File: config.mk
export PLATFORM = sky130hd
export DESIGN_NAME = amode_priv_unit
export DESIGN_NICKNAME = d
export VERILOG_FILES = /design/src/rtl/amp_pkg.sv /design/src/rtl/amp_mode_ctl.sv /design/src/rtl/amp_bar_reloc.sv /design/src/rtl/amode_priv_unit.sv
export SDC_FILE = /design/constraint.sdc
export NUM_CORES = 1
export LEC_CHECK = 0
export BUFFER_PORTS_ARGS = -buffer_cell sky130_fd_sc_hd__buf_2
export CAP_MARGIN = 40
export CELL_PAD_IN_SITES_DETAIL_PLACEMENT = 0
export CELL_PAD_IN_SITES_GLOBAL_PLACEMENT = 2
export CORE_MARGIN = 1
export CORE_UTILIZATION = 22
export CTS_CLUSTER_DIAMETER = 200
export CTS_CLUSTER_SIZE = 14
export DETAILED_ROUTE_END_ITERATION = 6
export HOLD_SLACK_MARGIN = 0.06
export PLACE_DENSITY = 0.87
export SLEW_MARGIN = 10
export SYNTH_ARGS = -nofsm -noshare
export SYNTH_HDL_FRONTEND = slang
export SYNTH_SLANG_ARGS = --single-unit
File: constraint.sdc
create_clock -name clk_i -period 2.6 [get_ports clk_i]
set_clock_uncertainty 0.15 [all_clocks]
set_input_delay 0.39 -clock clk_i [delete_from_list [all_inputs] [get_ports clk_i]]
set_output_delay 0.39 -clock clk_i [all_outputs]
set_load 0.01 [all_outputs]
File: src/rtl/amp_pkg.sv
package amp_pkg;

    typedef enum logic [1:0] {
        AM_ABS = 2'd0,
        AM_APP = 2'd1,
        AM_BAR = 2'd2
    } amode_e;

    // instruction bit numbering counts from the most significant bit as 0
    localparam int unsigned PTR_SEL_BITNUM = 29;
    localparam int unsigned PR_FIELD_W     = 3;

endpackage

File: src/rtl/amp_mode_ctl.sv
module amp_mode_ctl
    import amp_pkg::*;
#(
    parameter int unsigned WORD_W = 36,
    parameter int unsigned RING_W = 3
) (
    input  logic                  clk_i,
    input  logic                  rst_ni,
    input  logic                  trap_i,
    input  logic                  xfer_app_i,
    input  logic                  xfer_bar_i,
    input  logic                  insn_vld_i,
    input  logic [WORD_W-1:0]     insn_word_i,
    input  logic                  insn_priv_i,
    input  logic                  sdw_priv_i,
    input  logic [RING_W-1:0]     ring_i,
    output amode_e                mode_o,
    output logic                  priv_o,
    output logic                  use_ppr_o,
    output logic [PR_FIELD_W-1:0] pr_idx_o,
    output logic                  ill_proc_o
);

    localparam int unsigned SEL_POS = WORD_W - 1 - PTR_SEL_BITNUM;
    localparam int unsigned PR_HI   = WORD_W - 1;
    localparam int unsigned PR_LO   = WORD_W - PR_FIELD_W;

    typedef struct packed {
        amode_e                mode;
        logic                  priv;
        logic                  use_ppr;
        logic [PR_FIELD_W-1:0] pr_idx;
        logic                  ill;
    } ctl_t;

    ctl_t st_d, st_q;

    logic unused_word;
    assign unused_word = ^insn_word_i;

    always_comb begin
        st_d = st_q;

        // mode tracking: trap first, then a transfer through appending
        if (trap_i) begin
            st_d.mode = AM_ABS;
        end else if (xfer_app_i) begin
            st_d.mode = xfer_bar_i ? AM_BAR : AM_APP;
        end

        // privilege follows the mode being entered
        st_d.priv = (st_d.mode == AM_ABS) ||
                    (sdw_priv_i && (ring_i == '0));

        if (insn_vld_i) begin
            st_d.use_ppr = ~insn_word_i[SEL_POS];
            st_d.pr_idx  = insn_word_i[PR_HI:PR_LO];
        end

        st_d.ill = insn_vld_i && insn_priv_i && !st_q.priv;
    end

    always_ff @(posedge clk_i) begin
        if (!rst_ni) begin
            st_q.mode    <= AM_ABS;
            st_q.priv    <= 1'b1;
            st_q.use_ppr <= 1'b1;
            st_q.pr_idx  <= '0;
            st_q.ill     <= 1'b0;
        end else begin
            st_q <= st_d;
        end
    end

    assign mode_o     = st_q.mode;
    assign priv_o     = st_q.priv;
    assign use_ppr_o  = st_q.use_ppr;
    assign pr_idx_o   = st_q.pr_idx;
    assign ill_proc_o = st_q.ill;

endmodule

File: src/rtl/amp_bar_reloc.sv
module amp_bar_reloc
    import amp_pkg::*;
#(
    parameter int unsigned ADDR_W    = 18,
    parameter int unsigned BAR_W     = 9,
    parameter int unsigned BAR_SHIFT = 9
) (
    input  logic              clk_i,
    input  logic              rst_ni,
    input  amode_e            mode_i,
    input  logic              addr_vld_i,
    input  logic [ADDR_W-1:0] addr_i,
    input  logic [BAR_W-1:0]  base_i,
    input  logic [BAR_W-1:0]  bound_i,
    output logic [ADDR_W-1:0] ea_o,
    output logic              ea_vld_o,
    output logic              store_flt_o
);

    localparam int unsigned EXT_W = ADDR_W + 1;

    typedef struct packed {
        logic [ADDR_W-1:0] ea;
        logic              vld;
        logic              flt;
    } rel_t;

    rel_t st_d, st_q;

    logic [ADDR_W-1:0] base_sc;
    logic [EXT_W-1:0]  bound_sc;
    logic [EXT_W-1:0]  margin;
    logic              out_of_range;

    always_comb begin
        base_sc      = ADDR_W'(base_i) << BAR_SHIFT;
        bound_sc     = EXT_W'(bound_i) << BAR_SHIFT;
        margin       = bound_sc - {1'b0, addr_i};
        out_of_range = margin[EXT_W-1] || (margin == '0);
    end

    always_comb begin
        st_d     = st_q;
        st_d.vld = 1'b0;
        st_d.flt = 1'b0;
        if (addr_vld_i) begin
            if (mode_i == AM_BAR) begin
                st_d.ea = addr_i + base_sc;
                if (out_of_range) begin
                    st_d.flt = 1'b1;
                end else begin
                    st_d.vld = 1'b1;
                end
            end else begin
                st_d.ea  = addr_i;
                st_d.vld = 1'b1;
            end
        end
    end

    always_ff @(posedge clk_i) begin
        if (!rst_ni) begin
            st_q <= '0;
        end else begin
            st_q <= st_d;
        end
    end

    assign ea_o        = st_q.ea;
    assign ea_vld_o    = st_q.vld;
    assign store_flt_o = st_q.flt;

endmodule

File: src/rtl/amode_priv_unit.sv
module amode_priv_unit
    import amp_pkg::*;
#(
    parameter int unsigned WORD_W    = 36,
    parameter int unsigned ADDR_W    = 18,
    parameter int unsigned BAR_W     = 9,
    parameter int unsigned BAR_SHIFT = 9,
    parameter int unsigned RING_W    = 3
) (
    input  logic              clk_i,
    input  logic              rst_ni,
    input  logic              trap_i,
    input  logic              xfer_app_i,
    input  logic              xfer_bar_i,
    input  logic              insn_vld_i,
    input  logic [WORD_W-1:0] insn_word_i,
    input  logic              insn_priv_i,
    input  logic              sdw_priv_i,
    input  logic [RING_W-1:0] ring_i,
    input  logic              addr_vld_i,
    input  logic [ADDR_W-1:0] addr_i,
    input  logic [BAR_W-1:0]  bar_base_i,
    input  logic [BAR_W-1:0]  bar_bound_i,
    output logic [1:0]        mode_o,
    output logic              priv_o,
    output logic              use_ppr_o,
    output logic [2:0]        pr_idx_o,
    output logic [ADDR_W-1:0] ea_o,
    output logic              ea_vld_o,
    output logic              store_flt_o,
    output logic              ill_proc_o
);

    amode_e mode_cur;

    amp_mode_ctl #(
        .WORD_W (WORD_W),
        .RING_W (RING_W)
    ) u_ctl (
        .clk_i       (clk_i),
        .rst_ni      (rst_ni),
        .trap_i      (trap_i),
        .xfer_app_i  (xfer_app_i),
        .xfer_bar_i  (xfer_bar_i),
        .insn_vld_i  (insn_vld_i),
        .insn_word_i (insn_word_i),
        .insn_priv_i (insn_priv_i),
        .sdw_priv_i  (sdw_priv_i),
        .ring_i      (ring_i),
        .mode_o      (mode_cur),
        .priv_o      (priv_o),
        .use_ppr_o   (use_ppr_o),
        .pr_idx_o    (pr_idx_o),
        .ill_proc_o  (ill_proc_o)
    );

    amp_bar_reloc #(
        .ADDR_W    (ADDR_W),
        .BAR_W     (BAR_W),
        .BAR_SHIFT (BAR_SHIFT)
    ) u_rel (
        .clk_i       (clk_i),
        .rst_ni      (rst_ni),
        .mode_i      (mode_cur),
        .addr_vld_i  (addr_vld_i),
        .addr_i      (addr_i),
        .base_i      (bar_base_i),
        .bound_i     (bar_bound_i),
        .ea_o        (ea_o),
        .ea_vld_o    (ea_vld_o),
        .store_flt_o (store_flt_o)
    );

    assign mode_o = mode_cur;

endmodule

==> out/results.ini, run 1 <==
[min_path]
hold_depth=2
hold_class=primary input to flip-flop

[global_routing]
grt_pass1_vias=1550
grt_overflow_total=0
antenna_found_initial=0
grt_pass1_wl_mm=7.42
grtUsageTotal_pct=11.4
grt_start_max_net_pins=30

[synthesis]
yosys.area.top_type=dfxtp_1
synthMostInstantiatedCell=dfxtp_1
postSynthCellCount=190
synth_edf_count=0
synth_top_flop_cell=dfxtp_1
syn_nets=292
ys_seq_area_share_pct=33.0
synthTopCellsByArea=dfxtp_1 33%, ha_1 13%, mux2i_1 7.7%
synth.ff_latch_count=28
async_flop_share_pct=0
syn_area_um2=1700
synth.distinct_cells=40
synth_area_per_cell_um2=8.94
synth_top_cell_area_share_pct=33.0
synth_commonest_cells=28 x dfxtp_1, 17 x ha_1, 17 x nor2b_1
yosysWarningCount=0

[setup_path]
worst_ep_arrival_time_ns=2.39
endpoint_kind=flip-flop
r2r_slack_ns=0.88
cp-start-kind=primary input
crit_fanout=2
reg2reg_depth=6
cp.required_ns=2.67
crit_type=primary input to flip-flop

[clock_network]
path_clk_slew_ns=0.11
cts_hold_buf=0
htreeDepth=1
root_buffer=clkbuf_8
insertion_delay_ns=0.27
cts_buffer_depth=2
cts_inserted_buffers=3
cts_setup_buffers=0
cts_tree=yes
cts_sinks=28
cts_resized=0

[power]
powerDensity_nw_per_um2=467
p_int_uw=793
swShare_pct=26.9
pwr-share-clk_pct=32.4
leakage_nw=1.20
seq_power_share_pct=42.9
pwr-share-comb_pct=24.7
switchingPower_uw=292
ir_drop_v=0.000152

[drt]
vias=1609
antenna_left=0
drt_iter0_markers=36
wl_per_cell_um=12.2
wirelength_mm=4.54
viasPerCell=4.31
dr.pass1.iters=4
drc=0

[timing]
hold_viol_final=0
hold_slack_ns=0.148
max_freq_mhz=431
tightest_slew_ns=0.669
final.period_utilization_pct=89.3
setup_violations=0
final_max_slew_viol_count=0
fin_crit_ns=2.32
slew_headroom_pct=55.3
rsz0062_at_grt=false

[placement]
hpwl_mm=3.74
placed_cells=369
port_buffers=79
gp_congestion=0.708

[die]
core-area_um2=7370
die_w_um=89.9
rows=31
die-area_um2=8080
pin_count=112
fp.dieH_um=89.9
initial_core_util_pct=23.1

[finish]
stdcell_count=373
syn_to_final_growth_pct=37.0
final_layout_size_suffix_gt1_share_pct=34.7
final_nets=377
antennaDiodeCount=0

[outcome]
status=finished, final reports clean

[run]
maxCapViolCount=0

==> kinds of logic (layout without fill, tap and decap cells) <==
logic type	Yosys count	count (layout)	synth area share [%]
fa+ha+maj	18	18	13.7
simple gates	63	63	21.5
mux	13	13	7.66
flops	28	28	33.0
buf+inv	21	105	4.64
xor+xnor	5	5	2.58
compound gates	42	42	16.9
==> cells in the final DEF (no fill, tap or decap), types with 3 or more instances in the layout <==
cell type and n:
clkbuf_8 3, o211a_1 4, a31oi_1 4, xnor2_1 4, nand2b_1 4, o21ai_0 13, a21oi_1 5, nor2_1 8
dfxtp_1 28, nor3_1 5, o211ai_1 3, and3_1 3, mux2i_1 13, buf_2 79, nor2b_1 17, inv_1 13
nand2_1 13, ha_1 17, buf_4 9
==> layer usage <==
metal | vias to the layer above | share of wire, % | track usage, %
li1 | 846 | - | -
met1 | 716 | 49 | 14.9
met2 | 45 | 46 | 19.4
met3 | 2 | 4.0 | 1.44
met4 | 0 | 0.90 | 4.03
met5 | - | 0 | 0
==> path summary, 6_finish.rpt <==
kind                   startpoint         endpoint
setup / recovery        addr_i[9]   u_rel.ea_o[17]
hold / removal         xfer_bar_i  u_ctl.mode_o[0]
setup reg to reg  u_ctl.mode_o[0]   u_rel.ea_vld_o
hold reg to reg   u_ctl.use_ppr_o  u_ctl.use_ppr_o
==> worst max-delay path, cell delays in order <==
cell and delay [ns]:
buf_2 0.11, ha_1 0.22, inv_1 0.07, fa_1 0.17, nor2b_1 0.06, o2111a_1 0.25, o41ai_1 0.34, a21oi_1 0.14
or4_1 0.47, a31oi_1 0.16
==> sequential cells by signal, indices dropped and copies added, names as in the netlist <==
name               count
u_ctl.priv_o           1
u_ctl.use_ppr_o        1
u_ctl.ill_proc_o       1
u_ctl.mode_o           2
u_rel.store_flt_o      1
u_rel.ea_o            18
u_ctl.pr_idx_o         3
u_rel.ea_vld_o         1
==> stage by stage <==
stage | instance area (um2) | worst slack, ns | util (%) | setup TNS, ns | power, mW
finish | 2330 | 0.278 | 31.6 | 0 | 1.09
global route | 2330 | 0.0946 | 31.6 | 0 | 1.16
CTS | 2330 | 0.275 | 31.6 | 0 | 1.11
detailed placement | 2260 | -0.0283 | 30.6 | -0.0283 | 0.747
global placement | 2260 | -0.00958 | 30.6 | -0.00958 | 0.743
floorplan | 1700 | 0.286 | - | 0 | 0.634
==> power groups by stage <==
stage                     clock [mW]  sequential, mW  combinational [mW]
after floorplan                    0           0.488               0.145
after global placement             0           0.476               0.267
after detailed placement           0           0.476               0.271
after CTS                      0.375           0.466               0.272
after global routing           0.390           0.470               0.305
final                          0.352           0.466               0.268
==> cell type report <==
cell class	count	area, um2
flip-flops and latches	28	561
inverters	13	48.8
clock buffers	3	41.3
well taps	99	124
clock inverters	1	30.0
fillers	818	5040
multi-input cells	141	1060
repair buffers	88	463
Note: power is estimated with default switching activity, not from simulation.
==> run 2: changes to the inputs <==
Settings changed: PLACE_DENSITY 0.87 to 0.89, SYNTH_HIERARCHICAL set to 1.
==> out/results.ini, run 2 <==
[timing]
max_freq_mhz=420  ; -2.5%
fin_tns_setup_ns=0  ; unchanged
slew_headroom_pct=60.3  ; +5.0 points
rsz0062_at_grt=false
final.period_utilization_pct=91.6  ; +2.3 points
hold_viol_final=0  ; unchanged
fin_crit_ns=2.38  ; +0.0592 ns
tightest_slew_ns=0.596  ; -0.0729 ns
final_max_slew_viol_count=0  ; unchanged
setup_violations=0  ; unchanged

[die]
pin_count=112  ; unchanged
die_w_um=88.5  ; -1.5%
core-area_um2=7250  ; -1.6%
rows=31  ; unchanged
fp.dieH_um=88.5  ; -1.5%
initial_core_util_pct=22.7  ; -0.35 points
die-area_um2=7830  ; -3.0%

[synthesis]
synthTopCellsByArea=dfxtp_1 34%, ha_1 13%, mux2i_1 8.5%
syn_nets=289  ; -1.0%
synth_commonest_cells=28 x dfxtp_1, 25 x nor2_1, 17 x ha_1
ys_seq_area_share_pct=34.0  ; +1.1 points
synth_top_cell_area_share_pct=34.0  ; +1.1 points
synth_top_flop_cell=dfxtp_1
syn_area_um2=1650  ; -3.1%
synth_edf_count=0  ; unchanged
synth.ff_latch_count=28  ; unchanged
postSynthCellCount=187  ; -1.6%
synth_area_per_cell_um2=8.81  ; -1.5%
synthMostInstantiatedCell=dfxtp_1
async_flop_share_pct=0  ; unchanged
yosysWarningCount=6  ; +6
synth.distinct_cells=43  ; +7.5%
yosys.area.top_type=dfxtp_1

[setup_path]
crit_type=primary input to flip-flop
r2r_slack_ns=0.85  ; -0.03 ns
crit_family=simple AND/OR/NAND/NOR gates
critPathBufInv=2  ; unchanged
cp-start-kind=primary input
r2r-start=u_ctl/mode_o[0]
reg2reg_depth=4  ; -2
path_cells=buf_2 -> ha_1 -> inv_1 -> fa_1 -> and2b_1 -> o2111ai_1 -> and3_1 -> or4_4 -> a21oi_1 -> nor3b_2
cp.required_ns=2.61  ; -0.06 ns
endpoint_kind=flip-flop
worst_ep_arrival_time_ns=2.39  ; about the same
cp_slowest_cell=or4_4
crit_fanout=2  ; unchanged
max_stage_delay_ns=0.48  ; about the same
r2r_end=u_rel/ea_o[17]

[clock_network]
cts_setup_buffers=0  ; unchanged
path_clk_slew_ns=0.09  ; -0.02 ns
cts_resized=0  ; unchanged
insertion_delay_ns=0.26  ; about the same
cts_tree=yes
cts_buffer_depth=2  ; unchanged
htreeDepth=1  ; unchanged
cts_sinks=28  ; unchanged
cts_hold_buf=0  ; unchanged
cts_inserted_buffers=3  ; unchanged
root_buffer=clkbuf_8

[global_routing]
grt_pass1_wl_mm=6.68  ; -10%
antenna_found_initial=0  ; unchanged
grtUsageTotal_pct=11.1  ; -0.39 points
grt_start_max_net_pins=30  ; unchanged
grt_overflow_total=0  ; unchanged
grt_pass1_vias=1448  ; -6.6%

[drt]
drt_iter0_markers=21  ; -42%
viasPerCell=4.28  ; -0.67%
dr.pass1.iters=4  ; unchanged
vias=1564  ; -2.8%
drc=0  ; unchanged
wirelength_mm=4.26  ; -6.1%
wl_per_cell_um=11.7  ; -4.1%
antenna_left=0  ; unchanged

[finish]
layout_commonest_cell=buf_2
fillers=821  ; +0.37%
final_nets=370  ; -1.9%
final_layout_size_suffix_gt1_share_pct=34.2  ; -0.46 points
largest_reg_flops=18  ; unchanged
mostFrequentLayoutCells=79 x buf_2, 28 x dfxtp_1, 25 x nor2_1
antennaDiodeCount=0  ; unchanged
syn_to_final_growth_pct=34.1
postLayoutCellArea_um2=2210  ; -5.1%

[min_path]
hold_class=primary input to flip-flop
hold_depth=2  ; unchanged
hp-start=xfer_bar_i
min_to=u_ctl/mode_o[0]

[power]
powerDensity_nw_per_um2=432  ; -7.4%
ir_drop_v=0.000202  ; +33%
leakage_nw=1.11  ; -7.7%

[placement]
detailed_place.area_um2=2170  ; -3.9%
gp_congestion=0.728  ; +2.8%
port_buffers=79  ; unchanged
hpwl_mm=3.51  ; -6.3%

[outcome]
status=finished, final reports clean

[run]
maxCapViolCount=0  ; unchanged

[run 2: layout make-up]
type	count	area (um2)	area share (%)
repair buffers	83	425	19.3
well taps	99	124	5.61
inverters	13	48.8	2.21
flip-flops and latches	28	561	25.4
multi-input cells	139	1010	45.7
clock buffers	3	41.3	1.87
[run 2: worst max-delay path by stage]
stage	from	to	cells past startpoint
floorplan	addr_i[9]	u_rel/ea_o[17]	9
global placement	addr_i[9]	u_rel/ea_o[17]	10
detailed placement	addr_i[9]	u_rel/ea_o[17]	10
CTS	addr_i[9]	u_rel/ea_o[17]	10
global route	addr_i[9]	u_rel/ea_o[17]	10
finish	addr_i[9]	u_rel/ea_o[17]	10
[run 2: metrics by stage]
stage                     hold slack (ns)  cells  util, %  worst slack [ns]  power, mW
after global routing                0.156    365     30.4            0.0689       1.03
after detailed placement            0.331    362     29.9           -0.0877      0.736
after global placement              0.322    362     29.9           -0.0469      0.732
after floorplan                     0.316    187        -             0.195      0.628
final                               0.155    365     30.4             0.219      0.954
after CTS                           0.145    365     30.4             0.198      0.975
[run 2: per-layer routing]
metal / part of all wire, % / track usage (%) / routed length [um] / vias up
met5: 0 / 0 / 0 / -
met4: 0 / 0.440 / 0 / 0
met3: 6.9 / 3.45 / 295 / 0
met2: 46 / 18.7 / 1940 / 53
met1: 48 / 14.5 / 2030 / 686
li1: - / - / - / 825
[run 2: logic make-up (layout without fill, tap and decap cells)]
group                    after synthesis  in the layout  synth area share (%)
buffers and inverters                 20             99                  4.71
AO/OA/AOI/OAI                         40             40                  15.6
multiplexers                          14             14                  8.51
AND/OR/NAND/NOR                       61             61                  19.8
XOR/XNOR                               6              6                  3.19
adder cells (fa/ha/maj)               18             18                  14.1
flip-flops                            28             28                  34.0
[run 2: report_power, final]
group          internal, mW  switching (mW)
Combinational         0.124           0.132
Sequential            0.454          0.0123
Clock                 0.104           0.128
